### src/rtl/rmw_pkg.sv
`timescale 1ns/1ps
// Shared encodings for the read-modify-write sequencer.
package rmw_pkg;
    typedef enum logic [1:0] {
        CMD_BLOCK  = 2'd0,
        CMD_PAGE   = 2'd1,
        CMD_LOAD   = 2'd2,
        CMD_COMMIT = 2'd3
    } cmd_kind_e;

    typedef enum logic [1:0] {
        OP_READ     = 2'd0,
        OP_ERASE_BK = 2'd1,
        OP_ERASE_PG = 2'd2,
        OP_PROG     = 2'd3
    } arr_op_e;

    typedef enum logic [2:0] {
        S_IDLE,
        S_RD_REQ,
        S_RD_WAIT,
        S_ER_REQ,
        S_ER_WAIT,
        S_PG_REQ,
        S_PG_WAIT
    } seq_state_e;
endpackage

### src/rtl/rmw_merge.sv
`timescale 1ns/1ps
// Byte-wise merge: each output byte comes from new_i when its enable is set,
// otherwise from old_i. Assumes W is a multiple of 8. Purely combinational.
module rmw_merge #(
    parameter int W = 128
) (
    input  logic [W-1:0]   old_i,
    input  logic [W-1:0]   new_i,
    input  logic [W/8-1:0] be_i,
    output logic [W-1:0]   out_o
);
    localparam int NB = W / 8;

    for (genvar b = 0; b < NB; b++) begin : g_byte
        // select one byte lane
        assign out_o[8*b +: 8] = be_i[b] ? new_i[8*b +: 8] : old_i[8*b +: 8];
    end
endmodule

### src/rtl/rmw_stage.sv
`timescale 1ns/1ps
// Staging buffer filled by load commands without touching the array.
// Assumes load_i and clear_i are never high in the same cycle.
module rmw_stage #(
    parameter int W = 128
) (
    input  logic           clk,
    input  logic           rst_n,
    input  logic           load_i,
    input  logic [W-1:0]   data_i,
    input  logic [W/8-1:0] be_i,
    input  logic           clear_i,
    output logic [W-1:0]   data_o,
    output logic [W/8-1:0] be_o
);
    localparam int NB = W / 8;

    logic [W-1:0] merged;

    rmw_merge #(.W(W)) i_merge (
        .old_i (data_o),
        .new_i (data_i),
        .be_i  (be_i),
        .out_o (merged)
    );

    // accumulate loaded bytes; empty the mask once a commit takes them
    always_ff @(posedge clk) begin
        if (!rst_n) begin
            data_o <= '0;
            be_o   <= '0;
        end else if (load_i) begin
            data_o <= merged;
            be_o   <= be_o | be_i;
        end else if (clear_i) begin
            be_o   <= NB'(0);
        end
    end
endmodule

### src/rtl/rmw_cache.sv
`timescale 1ns/1ps
// Block cache: DEPTH pages of W bits, one synchronous write port and one
// asynchronous read port. Contents are not reset; every slot used by a
// sequence is written before it is read.
module rmw_cache #(
    parameter int W     = 128,
    parameter int DEPTH = 32
) (
    input  logic                     clk,
    input  logic                     we_i,
    input  logic [$clog2(DEPTH)-1:0] widx_i,
    input  logic [W-1:0]             wdata_i,
    input  logic [$clog2(DEPTH)-1:0] ridx_i,
    output logic [W-1:0]             rdata_o
);
    logic [W-1:0] mem [DEPTH];

    // store one page per write strobe
    always_ff @(posedge clk) begin
        if (we_i) mem[widx_i] <= wdata_i;
    end

    assign rdata_o = mem[ridx_i];
endmodule

### src/rtl/rmw_ctrl.sv
`timescale 1ns/1ps
// Sequencer FSM: accepts a command when idle, walks read -> erase -> program
// over a whole block or a single page, waits for the array's done pulse
// after every request, flags commands that arrive while busy, and raises
// the completion interrupt. Assumes arr_done never comes in a request cycle.
module rmw_ctrl
    import rmw_pkg::*;
#(
    parameter int ADDR_W = 12,
    parameter int IDXW   = 5
) (
    input  logic              clk,
    input  logic              rst_n,
    input  logic              cmd_valid,
    input  logic [1:0]        cmd_kind,
    input  logic [ADDR_W-1:0] cmd_addr,
    input  logic              arr_done,
    output logic              busy_o,
    output logic              err_o,
    output logic              irq_o,
    output logic              arr_req_o,
    output logic [1:0]        arr_op_o,
    output logic [ADDR_W-1:0] arr_addr_o,
    output logic [IDXW-1:0]   slot_o,
    output logic              hit_o,
    output logic              cache_we_o,
    output logic              start_o,
    output logic              commit_o,
    output logic              load_o
);
    seq_state_e              state;
    logic [IDXW-1:0]         slot;
    logic [IDXW-1:0]         last;
    logic [IDXW-1:0]         tgt;
    logic [ADDR_W-IDXW-1:0]  blk;
    logic                    whole;
    logic                    accept;
    cmd_kind_e               kind;

    assign kind     = cmd_kind_e'(cmd_kind);
    assign accept   = cmd_valid && (state == S_IDLE);
    assign start_o  = accept && (kind != CMD_LOAD);
    assign commit_o = accept && (kind == CMD_COMMIT);
    assign load_o   = accept && (kind == CMD_LOAD);

    // state walk, page pointer, error and interrupt registers
    always_ff @(posedge clk) begin
        if (!rst_n) begin
            state <= S_IDLE;
            slot  <= '0;
            last  <= '0;
            tgt   <= '0;
            blk   <= '0;
            whole <= 1'b0;
            err_o <= 1'b0;
            irq_o <= 1'b0;
        end else begin
            if (cmd_valid && (state != S_IDLE)) err_o <= 1'b1;
            if (accept) irq_o <= 1'b0;
            unique case (state)
                S_IDLE: begin
                    if (start_o) begin
                        whole <= (kind == CMD_BLOCK);
                        tgt   <= cmd_addr[IDXW-1:0];
                        blk   <= cmd_addr[ADDR_W-1:IDXW];
                        slot  <= (kind == CMD_BLOCK) ? '0 : cmd_addr[IDXW-1:0];
                        last  <= (kind == CMD_BLOCK) ? '1 : cmd_addr[IDXW-1:0];
                        state <= S_RD_REQ;
                    end
                end
                S_RD_REQ:  state <= S_RD_WAIT;
                S_RD_WAIT: begin
                    if (arr_done) begin
                        if (slot == last) begin
                            state <= S_ER_REQ;
                        end else begin
                            slot  <= slot + 1'b1;
                            state <= S_RD_REQ;
                        end
                    end
                end
                S_ER_REQ:  state <= S_ER_WAIT;
                S_ER_WAIT: begin
                    if (arr_done) begin
                        slot  <= whole ? '0 : tgt;
                        state <= S_PG_REQ;
                    end
                end
                S_PG_REQ:  state <= S_PG_WAIT;
                S_PG_WAIT: begin
                    if (arr_done) begin
                        if (slot == last) begin
                            state <= S_IDLE;
                            irq_o <= 1'b1;
                        end else begin
                            slot  <= slot + 1'b1;
                            state <= S_PG_REQ;
                        end
                    end
                end
                default: state <= S_IDLE;
            endcase
        end
    end

    // request decode for the array port
    always_comb begin
        arr_req_o = (state == S_RD_REQ) || (state == S_ER_REQ) || (state == S_PG_REQ);
        case (state)
            S_RD_REQ: arr_op_o = OP_READ;
            S_ER_REQ: arr_op_o = whole ? OP_ERASE_BK : OP_ERASE_PG;
            default:  arr_op_o = OP_PROG;
        endcase
    end

    assign busy_o     = (state != S_IDLE);
    assign arr_addr_o = {blk, slot};
    assign slot_o     = slot;
    assign hit_o      = (slot == tgt);
    assign cache_we_o = (state == S_RD_WAIT) && arr_done;
endmodule

### src/rtl/rmw_seq.sv
`timescale 1ns/1ps
// Top of the read-modify-write sequencer: ties the FSM, the block cache,
// the staging buffer and the byte merge on the read path together.
// Assumes BLOCK_PAGES is a power of two and PAGE_W a multiple of 8.
module rmw_seq #(
    parameter int PAGE_W      = 128,
    parameter int BLOCK_PAGES = 32,
    parameter int ADDR_W      = 12
) (
    input  logic                clk,
    input  logic                rst_n,
    input  logic                cmd_valid,
    input  logic [1:0]          cmd_kind,
    input  logic [ADDR_W-1:0]   cmd_addr,
    input  logic [PAGE_W-1:0]   cmd_data,
    input  logic [PAGE_W/8-1:0] cmd_be,
    output logic                busy,
    output logic                err,
    output logic                irq_pin,
    output logic                arr_req,
    output logic [1:0]          arr_op,
    output logic [ADDR_W-1:0]   arr_addr,
    output logic [PAGE_W-1:0]   arr_wdata,
    input  logic [PAGE_W-1:0]   arr_rdata,
    input  logic                arr_done
);
    localparam int NB   = PAGE_W / 8;
    localparam int IDXW = $clog2(BLOCK_PAGES);

    logic [IDXW-1:0]   slot;
    logic              hit;
    logic              cache_we;
    logic              start;
    logic              commit;
    logic              load;
    logic [PAGE_W-1:0] stage_data;
    logic [NB-1:0]     stage_be;
    logic [PAGE_W-1:0] upd_data;
    logic [NB-1:0]     upd_be;
    logic [PAGE_W-1:0] merged;

    rmw_ctrl #(.ADDR_W(ADDR_W), .IDXW(IDXW)) i_ctrl (
        .clk        (clk),
        .rst_n      (rst_n),
        .cmd_valid  (cmd_valid),
        .cmd_kind   (cmd_kind),
        .cmd_addr   (cmd_addr),
        .arr_done   (arr_done),
        .busy_o     (busy),
        .err_o      (err),
        .irq_o      (irq_pin),
        .arr_req_o  (arr_req),
        .arr_op_o   (arr_op),
        .arr_addr_o (arr_addr),
        .slot_o     (slot),
        .hit_o      (hit),
        .cache_we_o (cache_we),
        .start_o    (start),
        .commit_o   (commit),
        .load_o     (load)
    );

    rmw_stage #(.W(PAGE_W)) i_stage (
        .clk     (clk),
        .rst_n   (rst_n),
        .load_i  (load),
        .data_i  (cmd_data),
        .be_i    (cmd_be),
        .clear_i (commit),
        .data_o  (stage_data),
        .be_o    (stage_be)
    );

    // capture the update payload when a sequence starts
    always_ff @(posedge clk) begin
        if (!rst_n) begin
            upd_data <= '0;
            upd_be   <= '0;
        end else if (start) begin
            upd_data <= commit ? stage_data : cmd_data;
            upd_be   <= commit ? stage_be   : cmd_be;
        end
    end

    rmw_merge #(.W(PAGE_W)) i_merge (
        .old_i (arr_rdata),
        .new_i (upd_data),
        .be_i  (hit ? upd_be : NB'(0)),
        .out_o (merged)
    );

    rmw_cache #(.W(PAGE_W), .DEPTH(BLOCK_PAGES)) i_cache (
        .clk     (clk),
        .we_i    (cache_we),
        .widx_i  (slot),
        .wdata_i (merged),
        .ridx_i  (slot),
        .rdata_o (arr_wdata)
    );
endmodule

### config.mk
export PLATFORM = sky130hd
export DESIGN_NAME = rmw_seq
export DESIGN_NICKNAME = d
export VERILOG_FILES = /design/src/rtl/rmw_pkg.sv /design/src/rtl/rmw_merge.sv /design/src/rtl/rmw_stage.sv /design/src/rtl/rmw_cache.sv /design/src/rtl/rmw_ctrl.sv /design/src/rtl/rmw_seq.sv
export SDC_FILE = /design/constraint.sdc
export NUM_CORES = 2
export LEC_CHECK = 0
export ABC_CLOCK_PERIOD_IN_PS = 9600
export BUFFER_PORTS_ARGS = -buffer_cell sky130_fd_sc_hd__buf_2
export CAP_MARGIN = 10
export CORE_UTILIZATION = 62
export CTS_BUF_LIST = sky130_fd_sc_hd__clkbuf_16
export DETAILED_ROUTE_END_ITERATION = 10
export HOLD_SLACK_MARGIN = 0.06
export PLACE_DENSITY = 0.79
export SYNTH_ARGS = -nofsm -noshare
export SYNTH_HDL_FRONTEND = slang
export SYNTH_SLANG_ARGS = --single-unit
### constraint.sdc
create_clock -name clk -period 9.6 [get_ports clk]
set_input_delay 0.96 -clock clk [delete_from_list [all_inputs] [get_ports clk]]
set_output_delay 0.96 -clock clk [all_outputs]
set_load 0.05 [all_outputs]
=== Word-level counts from Yosys, hierarchy flattened ===
Memory sizes are Yosys's and may differ from the RTL's. A register that Yosys moved wholly into a read port is not among the register bits.
Index checks and enable logic that the tools add are counted.

* Bits in registers: 316
* RAM bits: 4096
* Output and inout bits: 146
* Word-level logic and storage cells: 126
* Memories kept: 1

{| class="wikitable"
|+ Memory list
! memory !! depth !! width !! rd ports !! clocked after Yosys merged registers in !! write ports !! RTL line !! source
|-
| i_cache.mem || 32 || 128 || 1 || 1 || 1 || rmw_cache.sv:16 || <nowiki>logic [W-1:0] mem [DEPTH];</nowiki>
|}

* Add/subtract/negate cells: 1
* Equality and inequality tests: 17
* Muxes and demuxes: 46
* Bitwise operators: 1
* Reductions and logical operators: 33

{| class="wikitable"
|+ Operator list
! cell !! count
|-
| $mux 128 || 1
|-
| $mux 8 || 16
|-
| $mux 16 || 4
|-
| $mux 5 || 9
|-
| $reduce_and 2->1 || 17
|-
| $pmux 3 s7 || 1
|-
| $or 16x16->16 || 1
|-
| $mux 3 || 5
|-
| $pmux 5 s3 || 1
|-
| $eq 5x5->1 || 2
|-
| $ne 2x2->1 const B || 5
|-
| $eq 3x3->1 const B || 3
|-
| $eq 3x2->1 const B || 2
|-
| $logic_and 1x1->1 || 6
|-
| $mux 1 || 6
|-
| $reduce_bool 3->1 || 2
|-
| $add 5x1->5 const B || 1
|-
| $reduce_and 5->1 || 1
|-
| $eq 2x2->1 const B || 2
|-
| $mux 2 || 2
|-
| $ne 2x1->1 const B || 2
|-
| $pmux 2 s2 || 1
|-
| $reduce_and 4->1 || 1
|-
| $eq 3x1->1 const B || 1
|-
| other kinds (5) || 6
|}

=== Depth between registers and ports, before layout ===
* Word-level depth: 7
* Mapped depth: 9
* Mapped depth without buffers: 5

=== Modules after synthesis ===
Synthesis repeated with hierarchy kept, for this count alone.

* Cell total of the unflattened synthesis: 7927
* Area total of the unflattened synthesis: 169336.2 µm²

{| class="wikitable"
|+ By module, submodules not included
! module !! instances !! cells an instance !! area each (µm²)
|-
| rmw_cache || 1 || 6312 || 152704.0
|-
| rmw_seq || 1 || 657 || 6224.7
|-
| rmw_stage || 1 || 482 || 5589.1
|-
| rmw_merge || 2 || 144 || 1621.6
|-
| rmw_ctrl || 1 || 188 || 1575.3
|}

=== Worst setup path after synthesis ===
OpenSTA, ideal clock, no wires.

* Kind: register to register
* Start: reg i_ctrl.slot[2] (netlist: i_ctrl.slot_o[2])
* End: mem i_cache.mem[4][0], enable pin
* Arrival: 6.982 ns
* Path slack: 2.001 ns
* Stages on the path, launching flop included: 5
* Period minus slack after synthesis: 7.599 ns
* Cell sequence: dfxtp_1 > clkbuf_1 > clkbuf_1 > or3b_2 > nor2_1

{| class="wikitable"
|+ RTL lines
! element !! RTL line !! source
|-
| from (decl) || rmw_ctrl.sv:32 || <nowiki>logic [IDXW-1:0] slot;</nowiki>
|-
| from (signal assigned) || rmw_ctrl.sv:66 || <nowiki>slot <= (kind == CMD_BLOCK) ? '0 : cmd_addr[IDXW-1:0];</nowiki>
|-
| from (signal assigned) || rmw_ctrl.sv:77 || <nowiki>slot <= slot + 1'b1;</nowiki>
|-
| from (signal assigned) || rmw_ctrl.sv:85 || <nowiki>slot <= whole ? '0 : tgt;</nowiki>
|-
| to (decl) || rmw_cache.sv:16 ||
|}

No word-level cell before the write port.

==> results.json <==
{
  "clkTransAtPathRegs_ns": 0.06,
  "final_core_util_pct": 70.0,
  "cts_max_path_buffers": 4,
  "yosysSeqAreaShare_pct": 77.1,
  "ctsHoldBuffers": 0,
  "grt_max_degree": 179,
  "min_from": "cmd_addr[7]",
  "reg2reg_depth": 6,
  "coreArea_um2": 269000,
  "r2r-start": "i_ctrl.state[1]$_SDFFE_PN0P_",
  "holdPathEnd": "i_ctrl.blk[2]$_SDFFE_PN0P_",
  "fin_crit_sh_pct": 67.7,
  "finalSetupViolations": 0,
  "yosysWarningCount": 0,
  "post-place-ws_ns": 4.32,
  "root_buffer": "clkbuf_16",
  "power.density_nw_per_um2": 273,
  "setup_tns_ns": 0,
  "syn2layout_area_growth_pct": 12.0,
  "antenna_found_initial": 49,
  "grt_pass1_vias": 92700,
  "slew_viol_final": 0,
  "place.gp.congestion": 0.814,
  "outcome": "completed",
  "cp_max_fo": 31,
  "yosysUniqueCellTypes": 55,
  "dieArea_um2": 273000,
  "total_power_mw": 51.4,
  "cts_setup_buffers": 0,
  "grt-ovfl-total": 0,
  "via_count": 91900,
  "grt_use_total_pct": 36.6,
  "insertion_delay_ns": 0.98,
  "die_h_um": 522,
  "cp.required_ns": 8.64,
  "yosys_most_used_dff": "edfxtp_1",
  "min_path_cells": 3,
  "grt_first_pass_wirelength_um": 691000,
  "clock-sinks": 4417,
  "layout_setup_ws_ns": 3.10,
  "stdcell_count": 12500,
  "cp-start-kind": "flop",
  "hold_violations": 0,
  "hpwl_um": 243000,
  "cts_resized": 0,
  "synth_edf_count": 4096,
  "start_util_pct": 62.5,
  "rsz0062_at_grt": "no",
  "wl_per_cell_um": 40.0,
  "first_pass_iters": 6,
  "dp.cells": 11700,
  "ir_drop_v": 0.000301,
  "worst_pin_slew_ns": 1.38,
  "end_kind": "primary output",
  "period_needed_ns": 6.50,
  "nNetsFinal": 8845,
  "worst_hold_path_type": "input pin to flop",
  "drv_cap": 0,
  "rows": 190,
  "rrSetupSlack_ns": 4.62,
  "fin_hold_ws_ns": 0.237,
  "crit_arrival_ns": 5.54,
  "drt_first_iter_violations": 15000,
  "layout_common_cells": "edfxtp_1, mux4_2, buf_2, o22ai_1, clkbuf_16",
  "drc": 0,
  "postRouteWirelength_um": 499000,
  "layout_commonest_cell": "edfxtp_1",
  "post_dp_cell_area_um2": 174000,
  "cts_tree": "done",
  "h-tree-depth": 5,
  "p_leak_nw": 59.1,
  "crit_type": "flop to primary output",
  "fmax_mhz": 154,
  "async_flop_share_pct": 0,
  "synth_cells": 7974,
  "design_area_um2": 188000,
  "fp.dieW_um": 522,
  "clock_skew_ns": 0.0933,
  "syn-mean-instance-area_um2": 21.0,
  "slew_headroom_pct": 7.11,
  "drive_above_1_share_pct": 27.8,
  "syn-cell-area_um2": 168000,
  "viasPerCell": 7.36,
  "ioPinCount": 436,
  "r2r_end": "i_cache.mem[29][106]$_DFFE_PP_",
  "port_buffers": 435,
  "syn-num-nets": 8268,
  "synth_seq_cells": 4417,
  "ant_nets": 0,
  "cts_buffers": 421
}
-- synth_stat cells, types with 5 or more instances --
cell         n  area [µm²]
buf_2      132         661
mux2_2     120        1350
nand3_1    197         986
a21boi_0    90         676
mux2_1       8        90.1
o221a_2      5        56.3
buf_6       28         315
o22ai_1    428        2680
nand4_1     23         144
mux4_2     940       21200
nand3_2     10         100
o21ai_0     66         330
nand2_1    194         728
a22oi_1    105         788
nor2_1      56         210
a21oi_1    104         521
nand3b_1     6        45.0
a21oi_2     78         683
nor4_1     107         669
o21ai_1     86         430
xor2_1      11        96.3
mux2i_1    325        3250
a21boi_1    51         383
dfxtp_1    321        6430
nor2b_1     10        62.6
clkbuf_1   200         751
edfxtp_1  4096      123000
buf_1       40         150
buf_4       85         638
-- power by group --
part	total [mW]	switching, mW	internal (mW)
clock network	16.9	7.37	9.49
registers	22.7	0.385	22.3
logic	11.9	8.05	3.81
-- metal layers --
| metal | vias up | GRT usage (%) | share of wire (%) |
|---|---|---|---|
| met2 | 8705 | 58.1 | 48 |
| li1 | 34700 | - | - |
| met4 | 28 | 22.8 | 7.6 |
| met3 | 1916 | 8.97 | 14 |
| met1 | 46600 | 45.8 | 31 |
| met5 | - | 0 | 0.035 |
-- critical path, stage by stage, from the launching register on --
cell	delay, ns
dfxtp_1	0.55
nand2b_1	0.16
buf_4	0.40
or2_4	0.57
buf_4	0.74
buf_4	0.57
o22ai_1	0.19
nor4_1	0.88
buf_4	0.23
buf_2	0.25
-- kinds of logic (layout without fill, tap and decap cells) --
family	count (synthesis)	count (layout)	synth area share (%)
XOR/XNOR	11	11	0.0574
AND/OR/NAND/NOR	634	634	1.90
flip-flops	4417	4417	77.1
multiplexers	1393	1393	15.4
other	0	26	0
adder cells (fa/ha/maj)	4	4	0.0298
buffers and inverters	489	1422	1.51
AO/OA/AOI/OAI	1026	1026	3.97
-- cell type report --
cell class                 count  area (µm²)
antenna                       26        65.1
timing repair buffer         639        3980
inverter                       4        15.0
multi-input combinational   3068       36200
fill                       14900       80600
clock inverter               351        3130
clock buffer                 428       10700
sequential                  4417      129000
tap                         3552        4440
-- sequential cells by signal, indices dropped and copies added, names as in the netlist, 7 cells and up, named ones only --
| register | cells |
|---|---|
| i_stage.data_o | 128 |
| upd_be | 16 |
| upd_data | 128 |
| i_cache.mem | 4096 |
| i_ctrl.blk | 7 |
| i_stage.be_o | 16 |
-- worst max-delay path by stage --
stage / endpoint / slack (ns) / depth (start not counted)
2_1_floorplan: i_cache.mem[4][0]$_DFFE_PP_ / 2.00 / 4
3_3_place_gp: arr_wdata[62] / 4.31 / 6
3_5_place_dp: arr_wdata[7] / 4.32 / 9
4_1_cts: arr_wdata[7] / 3.22 / 9
5_1_grt: arr_wdata[7] / 3.14 / 9
6_report: arr_wdata[7] / 3.10 / 9
No activity file was read; power rests on OpenSTA's default activity.
